===== src/rtl/mseqPkg.sv =====
package mseqPkg;

  typedef enum logic [1:0] {
    SEQ_NEXT     = 2'b00,
    SEQ_DISPATCH = 2'b01,
    SEQ_FETCH    = 2'b10,
    SEQ_RSVD     = 2'b11
  } seqMode_e;

  typedef enum logic [1:0] {
    MEM_NONE   = 2'd0,
    MEM_IFETCH = 2'd1,
    MEM_DREAD  = 2'd2,
    MEM_DWRITE = 2'd3
  } memOp_e;

  typedef enum logic [1:0] {
    RW_NONE   = 2'd0,
    RW_RD_ALU = 2'd1,
    RW_RT_ALU = 2'd2,
    RW_RT_MEM = 2'd3
  } regWr_e;

  typedef enum logic [1:0] {
    PC_KEEP   = 2'd0,
    PC_INC    = 2'd1,
    PC_BRANCH = 2'd2,
    PC_JUMP   = 2'd3
  } pcOp_e;

  typedef struct packed {
    seqMode_e    seq;
    logic        srcA;
    logic [1:0]  srcB;
    logic [1:0]  aluOp;
    memOp_e      mem;
    regWr_e      regWr;
    pcOp_e       pc;
    logic        opLoad;
    logic        trap;
  } microWord_t;

  typedef struct packed {
    seqMode_e mode;
    logic     hold;
  } seqStrobe_t;

  localparam int UA_FETCH  = 0;
  localparam int UA_DECODE = 1;
  localparam int UA_RTYPE  = 2;
  localparam int UA_ORI    = 4;
  localparam int UA_LOAD   = 6;
  localparam int UA_STORE  = 9;
  localparam int UA_BEQ    = 11;
  localparam int UA_JUMP   = 12;
  localparam int UA_TRAP   = 13;

  function automatic int dispatchTarget(input int opc);
    case (opc)
      'h00:    return UA_RTYPE;
      'h0D:    return UA_ORI;
      'h23:    return UA_LOAD;
      'h2B:    return UA_STORE;
      'h04:    return UA_BEQ;
      'h02:    return UA_JUMP;
      default: return UA_TRAP;
    endcase
  endfunction

  // ALU codes: srcA 0 PC / 1 A; srcB 0 B, 1 sx, 2 zx, 3 sx<<2; op 0 add, 1 sub, 2 or, 3 func
  function automatic microWord_t ucodeWord(input int addr);
    microWord_t w;
    w = '0;
    w.seq = SEQ_FETCH;
    case (addr)
      0:  begin w.mem = MEM_IFETCH; w.pc = PC_INC; w.seq = SEQ_NEXT; end
      1:  begin w.srcB = 2'd3; w.opLoad = 1'b1; w.seq = SEQ_DISPATCH; end
      2:  begin w.srcA = 1'b1; w.aluOp = 2'd3; w.seq = SEQ_NEXT; end
      3:  begin w.regWr = RW_RD_ALU; end
      4:  begin w.srcA = 1'b1; w.srcB = 2'd2; w.aluOp = 2'd2; w.seq = SEQ_NEXT; end
      5:  begin w.regWr = RW_RT_ALU; end
      6:  begin w.srcA = 1'b1; w.srcB = 2'd1; w.seq = SEQ_NEXT; end
      7:  begin w.mem = MEM_DREAD; w.seq = SEQ_NEXT; end
      8:  begin w.regWr = RW_RT_MEM; end
      9:  begin w.srcA = 1'b1; w.srcB = 2'd1; w.seq = SEQ_NEXT; end
      10: begin w.mem = MEM_DWRITE; end
      11: begin w.srcA = 1'b1; w.aluOp = 2'd1; w.pc = PC_BRANCH; end
      12: begin w.pc = PC_JUMP; end
      13: begin w.trap = 1'b1; end
      default: begin w.seq = SEQ_RSVD; end
    endcase
    return w;
  endfunction

endpackage


===== src/rtl/uSeqPath.sv =====
module uSeqPath
  import mseqPkg::*;
#(
  parameter int OPC_W   = 6,
  parameter int UADDR_W = 4
) (
  input  logic               clk,
  input  logic               rst,
  input  logic [OPC_W-1:0]   opcode,
  input  seqStrobe_t         strb,
  output logic [UADDR_W-1:0] uAddr
);
  localparam int DISP_DEPTH = 1 << OPC_W;

  logic [UADDR_W-1:0] dispRom [DISP_DEPTH];
  logic [UADDR_W-1:0] upc, upcNext, upcInc;

  for (genvar i = 0; i < DISP_DEPTH; i++) begin : gDisp
    assign dispRom[i] = UADDR_W'(dispatchTarget(i));
  end

  assign upcInc = upc + 1'b1;

  always_comb begin
    case (strb.mode)
      SEQ_NEXT:     upcNext = upcInc;
      SEQ_DISPATCH: upcNext = dispRom[opcode];
      default:      upcNext = '0;
    endcase
  end

  always_ff @(posedge clk) begin
    if (rst)             upc <= '0;
    else if (!strb.hold) upc <= upcNext;
  end

  assign uAddr = upc;

  p_next_step_r2: assert property (@(posedge clk) disable iff (rst)
    (strb.mode == SEQ_NEXT && !strb.hold) |=> upc == UADDR_W'($past(upc) + 1'b1));

  p_dispatch_entry_r3: assert property (@(posedge clk) disable iff (rst)
    (strb.mode == SEQ_DISPATCH && !strb.hold) |=>
      (upc == UADDR_W'(UA_RTYPE) || upc == UADDR_W'(UA_ORI) || upc == UADDR_W'(UA_LOAD) ||
       upc == UADDR_W'(UA_STORE) || upc == UADDR_W'(UA_BEQ) || upc == UADDR_W'(UA_JUMP) ||
       upc == UADDR_W'(UA_TRAP)));

  p_fetch_zero_r5: assert property (@(posedge clk) disable iff (rst)
    ((strb.mode == SEQ_FETCH || strb.mode == SEQ_RSVD) && !strb.hold) |=> upc == '0);

  p_wait_hold_r6: assert property (@(posedge clk) disable iff (rst)
    strb.hold |=> $stable(upc));

endmodule


===== src/rtl/uSeqCtrl.sv =====
module uSeqCtrl
  import mseqPkg::*;
#(
  parameter int UADDR_W = 4
) (
  input  logic               clk,
  input  logic               rst,
  input  logic [UADDR_W-1:0] uAddr,
  input  logic               memReady,
  output seqStrobe_t         strb,
  output logic               irWrite,
  output logic               memRead,
  output logic               memWrite,
  output logic               addrFromAlu,
  output logic               regWrite,
  output logic               regDstRd,
  output logic               wbFromMem,
  output logic               aluSrcA,
  output logic [1:0]         aluSrcB,
  output logic [1:0]         aluOp,
  output logic               pcWrite,
  output logic               pcWriteCond,
  output logic [1:0]         pcSource,
  output logic               operandLoad,
  output logic               trap
);
  localparam int UDEPTH = 1 << UADDR_W;

  microWord_t ucodeRom [UDEPTH];
  microWord_t uw;
  logic       memAccess, stall;

  for (genvar i = 0; i < UDEPTH; i++) begin : gRom
    assign ucodeRom[i] = ucodeWord(i);
  end

  assign uw        = ucodeRom[uAddr];
  assign memAccess = (uw.mem != MEM_NONE);
  assign stall     = memAccess && !memReady;

  assign strb.mode = uw.seq;
  assign strb.hold = stall;

  // memory field decoder
  always_comb begin
    memRead     = 1'b0;
    memWrite    = 1'b0;
    addrFromAlu = 1'b0;
    irWrite     = 1'b0;
    case (uw.mem)
      MEM_IFETCH: begin memRead = 1'b1; irWrite = !stall; end
      MEM_DREAD:  begin memRead = 1'b1; addrFromAlu = 1'b1; end
      MEM_DWRITE: begin memWrite = 1'b1; addrFromAlu = 1'b1; end
      default: ;
    endcase
  end

  // register-write field decoder
  always_comb begin
    regWrite  = (uw.regWr != RW_NONE);
    regDstRd  = (uw.regWr == RW_RD_ALU);
    wbFromMem = (uw.regWr == RW_RT_MEM);
  end

  // PC field decoder
  always_comb begin
    pcWrite     = 1'b0;
    pcWriteCond = 1'b0;
    pcSource    = 2'd0;
    case (uw.pc)
      PC_INC:    pcWrite = !stall;
      PC_BRANCH: begin pcWriteCond = 1'b1; pcSource = 2'd1; end
      PC_JUMP:   begin pcWrite = !stall; pcSource = 2'd2; end
      default: ;
    endcase
  end

  assign aluSrcA     = uw.srcA;
  assign aluSrcB     = uw.srcB;
  assign aluOp       = uw.aluOp;
  assign operandLoad = uw.opLoad;
  assign trap        = uw.trap;

  p_wait_gate_r7: assert property (@(posedge clk) disable iff (rst)
    (memRead && !memReady) |-> (!irWrite && !pcWrite));

  p_dest_excl_r8: assert property (@(posedge clk) disable iff (rst)
    !(regDstRd && wbFromMem));

  p_mem_excl_r9: assert property (@(posedge clk) disable iff (rst)
    !(memRead && memWrite));

  p_trap_quiet_r11: assert property (@(posedge clk) disable iff (rst)
    trap |-> (!regWrite && !memRead && !memWrite && !pcWrite && strb.mode == SEQ_FETCH));

endmodule


===== src/rtl/microSequencer.sv =====
module microSequencer
  import mseqPkg::*;
#(
  parameter int OPC_W   = 6,
  parameter int UADDR_W = 4
) (
  input  logic               clk,
  input  logic               rst,
  input  logic [OPC_W-1:0]   opcode,
  input  logic               memReady,
  output logic [UADDR_W-1:0] uAddr,
  output logic               ctlIrWrite,
  output logic               ctlMemRead,
  output logic               ctlMemWrite,
  output logic               ctlAddrFromAlu,
  output logic               ctlRegWrite,
  output logic               ctlRegDstRd,
  output logic               ctlWbFromMem,
  output logic               ctlAluSrcA,
  output logic [1:0]         ctlAluSrcB,
  output logic [1:0]         ctlAluOp,
  output logic               ctlPcWrite,
  output logic               ctlPcWriteCond,
  output logic [1:0]         ctlPcSource,
  output logic               ctlOperandLoad,
  output logic               ctlTrap
);
  seqStrobe_t strb;

  uSeqCtrl #(.UADDR_W(UADDR_W)) uCtrl (
    .clk(clk), .rst(rst), .uAddr(uAddr), .memReady(memReady), .strb(strb),
    .irWrite(ctlIrWrite), .memRead(ctlMemRead), .memWrite(ctlMemWrite),
    .addrFromAlu(ctlAddrFromAlu), .regWrite(ctlRegWrite), .regDstRd(ctlRegDstRd),
    .wbFromMem(ctlWbFromMem), .aluSrcA(ctlAluSrcA), .aluSrcB(ctlAluSrcB),
    .aluOp(ctlAluOp), .pcWrite(ctlPcWrite), .pcWriteCond(ctlPcWriteCond),
    .pcSource(ctlPcSource), .operandLoad(ctlOperandLoad), .trap(ctlTrap)
  );

  uSeqPath #(.OPC_W(OPC_W), .UADDR_W(UADDR_W)) uPath (
    .clk(clk), .rst(rst), .opcode(opcode), .strb(strb), .uAddr(uAddr)
  );

  p_reset_zero_r1: assert property (@(posedge clk) $past(rst) |-> uAddr == '0);

endmodule


===== config.mk =====
export PLATFORM = sky130hd
export DESIGN_NAME = microSequencer
export DESIGN_NICKNAME = d
export VERILOG_FILES = /design/src/rtl/mseqPkg.sv /design/src/rtl/uSeqPath.sv /design/src/rtl/uSeqCtrl.sv /design/src/rtl/microSequencer.sv
export SDC_FILE = /design/constraint.sdc
export NUM_CORES = 1
export LEC_CHECK = 0
export ABC_AREA = 1
export BUFFER_PORTS_ARGS = -buffer_cell sky130_fd_sc_hd__buf_2
export CORE_MARGIN = 1.5
export CORE_UTILIZATION = 46
export DETAILED_ROUTE_END_ITERATION = 12
export PLACE_DENSITY = 0.78
export SLEW_MARGIN = 15
export SYNTH_ARGS = -nofsm -noshare
export SYNTH_HDL_FRONTEND = slang
export SYNTH_SLANG_ARGS = --single-unit

===== constraint.sdc =====
create_clock -name clk -period 2.6 [get_ports clk]
set_input_delay 0.26 -clock clk [delete_from_list [all_inputs] [get_ports clk]]
set_output_delay 0.26 -clock clk [all_outputs]
set_load 0.005 [all_outputs]

==> flow_results.org <==
** Outcome
- Status :: finished clean

** Logic synthesis
- The synthesized netlist devotes 1.21% of its cell area to XOR and XNOR gates.
- The cell area that synthesis handed to floorplanning was 722 um2.
- Synth Area in Simple Gates :: 40.4%
- Sequential cells were found to cover 11.1% of the synthesized design area.
- Each instance of the synthesized netlist takes up on average ~6.0 um2.
- Mux contribution to synthesized area :: 0%
- The number of nets handed over by synthesis was 139.
- Summed over its instances, the top area cell type makes up 17.3% of the synthesized netlist area.
- Sorting the synthesized cells by area gives the leading types as sky130_fd_sc_hd__ha_1 (17%), sky130_fd_sc_hd__nand2_1 (14%), sky130_fd_sc_hd__dfxtp_1 (11%).
- The synthesized netlist devotes 17.3% of its cell area to adder and majority cells.
- Main combinational cell family by area after synthesis :: simple AND/OR/NAND/NOR gates
- Post-synthesis compound-gate area fraction :: 14.4%
- Counting flops with an async set or reset pin after synthesis yields a share of 0%.
- Number of distinct library cell variants in the gate-level netlist after synthesis :: 22
- Yosys warnings :: 0
- Cells after Synth :: 120
- For this run, the leading register cell type out of synthesis is sky130_fd_sc_hd__dfxtp_1.
- sky130_fd_sc_hd__ha_1 takes more of the synthesized area than any other cell.
- Number of flops mapped to enable cells by yosys :: 0
- Counting flops and latches in the post-synthesis netlist gives 4.

** Global route
- Number of global-route vias before repair :: 724
- Remaining global-route overflow :: 0
- The first global-routing pass estimated 2970 um of wire.
- Global routing used a little over a fifth of the available tracks.
- The number of antenna violations at the first check in global routing was 0.
- Largest net degree at the start of global routing :: 13

** Pwr
- Sequential cells burn between 10 and 15% of the power.
- IR analysis of the VDD net gives a maximum drop of 0.000440 V.
- The clock network burns 7.0% of the power.
- The analysis attributes to net switching a power of ~570 uW.
- Int Power :: 494 uW
- Combinational logic is responsible for about four fifths of the overall power.
- Sw Share :: a little over half
- Pwr/cell area :: approximately 1200 nW/um2
- Leakage Power :: 0.000553 uW

** Place
- Routability-driven placement finished with a final weighted congestion of slightly below 0.9.
- Half-perimeter wire length of the detailed placement result :: 1410 um
- Input and output buffers added on the ports amount to 30.

** Timing
- Final Max Tran Viols :: 0
- Final critical-path share of the clock period :: 91.7%
- Setup violators final :: 0
- Remaining max-slew budget at the tightest pin :: 72.1%
- Count of endpoints failing hold in the final timing report :: 0
- For the pin with the worst max-slew slack, the measured transition is about 0.42 ns.
- Maximum clock frequency :: roughly 420 MHz
- Setup repair after global routing left no endpoint under its margin.
- The clock period could shrink to about 2.4 ns.
- Worst Skew :: 0.000397 ns
- Adding up every negative setup slack in the final design gives 0 ns.
- Final hold analysis gives a worst-case slack of roughly 0.22 ns.

** Clocking
- CTS tree :: yes
- The number of gates resized after CTS was 0.
- Counting along the longest clock path gives a buffer depth of 2.
- Clock-pin slew was measured on the worst setup and hold paths at 0.04 ns.
- Cts bufs inserted :: 3
- Number of clock sinks :: 4
- The tree is rooted in a sky130_fd_sc_hd__clkbuf_4.
- Clock latency of the later-clocked register in the worst-skew pair :: 0.23 ns
- Post-CTS setup buffers :: 0
- H-tree Lvls :: 1
- After clock tree synthesis, the flow added hold-fix buffers numbering 0.

** Drt
- In this run the remaining antenna-violating nets after routing total 0.
- Detailed routing inserted a total of 820 vias.
- The routed design has roughly 1700 um of wire.
- In this run, the number of DRC markers left after iteration 0 of detailed routing was 23.
- Dividing the detail-routed via count by the number of cells gives 4.91.
- Number of design rule violations left after detail routing :: 0
- Wire length per cell after detailed routing :: 10.1 um
- 1st-pass router iterations :: 4

** Critical path
- STA classifies the critical path endpoint as an output port.
- The slowest stage of the critical path belongs to the cell sky130_fd_sc_hd__dfxtp_1.
- Counting stages on the worst path, the most repeated cell is sky130_fd_sc_hd__inv_1.
- The critical path in this run is classified as register to output port.
- STA classifies the critical path startpoint as a register.
- Arrival time worst endpoint :: 2.12 ns
- List of cells traversed by the critical path :: inv_1, ha_1, inv_1, o21ai_0, o21ai_0, inv_1, ha_1, or2_2, buf_2
- Critical path startpoint :: uPath.uAddr[0]
- CP Data Required Time :: between 2 and 2.5 ns
- Critical path fanouts, max :: 8
- Start of the worst register-to-register path :: uPath.uAddr[0]
- In this design, the stage delay of the slowest critical-path cell is 0.45 ns.
- Cell family with most CP delay :: flip-flops
- CP bufs+invs :: 4

** Finish
- Footprint of the flip-flops and latches :: 80.1 um2
- Area of combinational cells with multiple inputs :: about 530 um2
- Highest-count cells in the layout ignoring fill and taps :: sky130_fd_sc_hd__buf_2 (30), sky130_fd_sc_hd__nand2_1 (26), sky130_fd_sc_hd__inv_1 (19)
- The register with the most flip-flops in the layout has 4 of them.
- 0 antenna diodes ended up in the layout.
- Number of nets in the layout :: approximately 170
- Share of cells above drive strength 1 :: 30.5%
- The filler cells instantiated in the layout total 144.
- Most frequent standard cell in the layout excluding fill and tap cells :: sky130_fd_sc_hd__buf_2
- Area Overhead vs Synth :: 23.2%

** Floorplanning
- Die Span X :: around 43 um
- Placeable core region :: 1490 um2
- Once the floorplan was initialized, standard cells occupied between 40% and 50% of the core.
- Die ar. :: 1820 um2
- Top Ports :: 31
- Number of placement rows :: 14
- In this run the vertical extent of the chip is between 40 and 50 um.

** Min path
- Hold wc startpoint :: rst
- Worst hold path class :: input pin to register

** Job
- Count of max-cap constraint violations :: 0
-- synth_stat cells (all sizes together) (2+ instances only) --
cell and instances:
a21oi 7, and3 2, clkbuf 2, dfxtp 4, ha 10, inv 20, nand2 32, nand3 8
nor2 15, nor3 3, o21ai 11
-- per-layer routing --
metal	up-vias	wire (um)	GRT usage (%)	share of wire [%]
met4	0	0	1.88	0
met2	24	881	38.8	52
met5	-	0	0	0
li1	442	-	-	-
met1	354	752	25.5	45
met3	0	55	3.88	3.3
-- metrics by stage --
step	setup slack (ns)	util [%]	power (uW)	cell area, um2	instances
after global placement	0.481	58.1	959	865	164
after floorplan	0.677	-	721	722	120
after detailed placement	0.370	58.1	982	865	164
final	0.215	59.7	1060	890	167
after CTS	0.121	59.6	1060	887	167
after global routing	0.00811	59.7	1200	890	167
-- worst paths after layout --
path	endpoint	slack [ns]	cells after the start
setup / recovery	ctlAddrFromAlu	0.22	9
hold / removal	uPath.uAddr[3]	0.22	2
setup reg to reg	uPath.uAddr[1]	0.48	10
hold reg to reg	uPath.uAddr[1]	0.64	2
-- area by class of cell --
class / count / area share [%]
clock buffers: 3 / 2.53
multi-input cells: 93 / 59.8
repair buffers: 31 / 17.7
flip-flops and latches: 4 / 9.00
well taps: 16 / 2.25
inverters: 20 / 8.72
-- worst register-to-register path: stages (launching register included) --
cell and delay [ns]:
sky130_fd_sc_hd__dfxtp_1 0.37, sky130_fd_sc_hd__inv_1 0.13, sky130_fd_sc_hd__ha_1 0.21, sky130_fd_sc_hd__inv_1 0.06
sky130_fd_sc_hd__o21ai_0 0.18, sky130_fd_sc_hd__o21ai_0 0.20, sky130_fd_sc_hd__ha_1 0.25, sky130_fd_sc_hd__nor2_2 0.26
sky130_fd_sc_hd__inv_1 0.13, sky130_fd_sc_hd__o21ai_0 0.17, sky130_fd_sc_hd__a21oi_1 0.05
-- logic make-up (layout without fill, tap and decap cells) --
logic type | Yosys count | count (layout)
flops | 4 | 4
fa+ha+maj | 10 | 10
simple gates | 63 | 63
buf+inv | 23 | 54
xor+xnor | 1 | 1
compound gates | 19 | 19
-- power by group through the flow --
stage	Clock [uW]	Sequential, uW	Combinational, uW
floorplan	0	136	584
global placement	0	153	807
detailed placement	0	154	828
CTS	76.7	153	833
global route	87.1	162	949
finish	74.6	155	835
No activity file was read; power rests on OpenSTA's default activity.
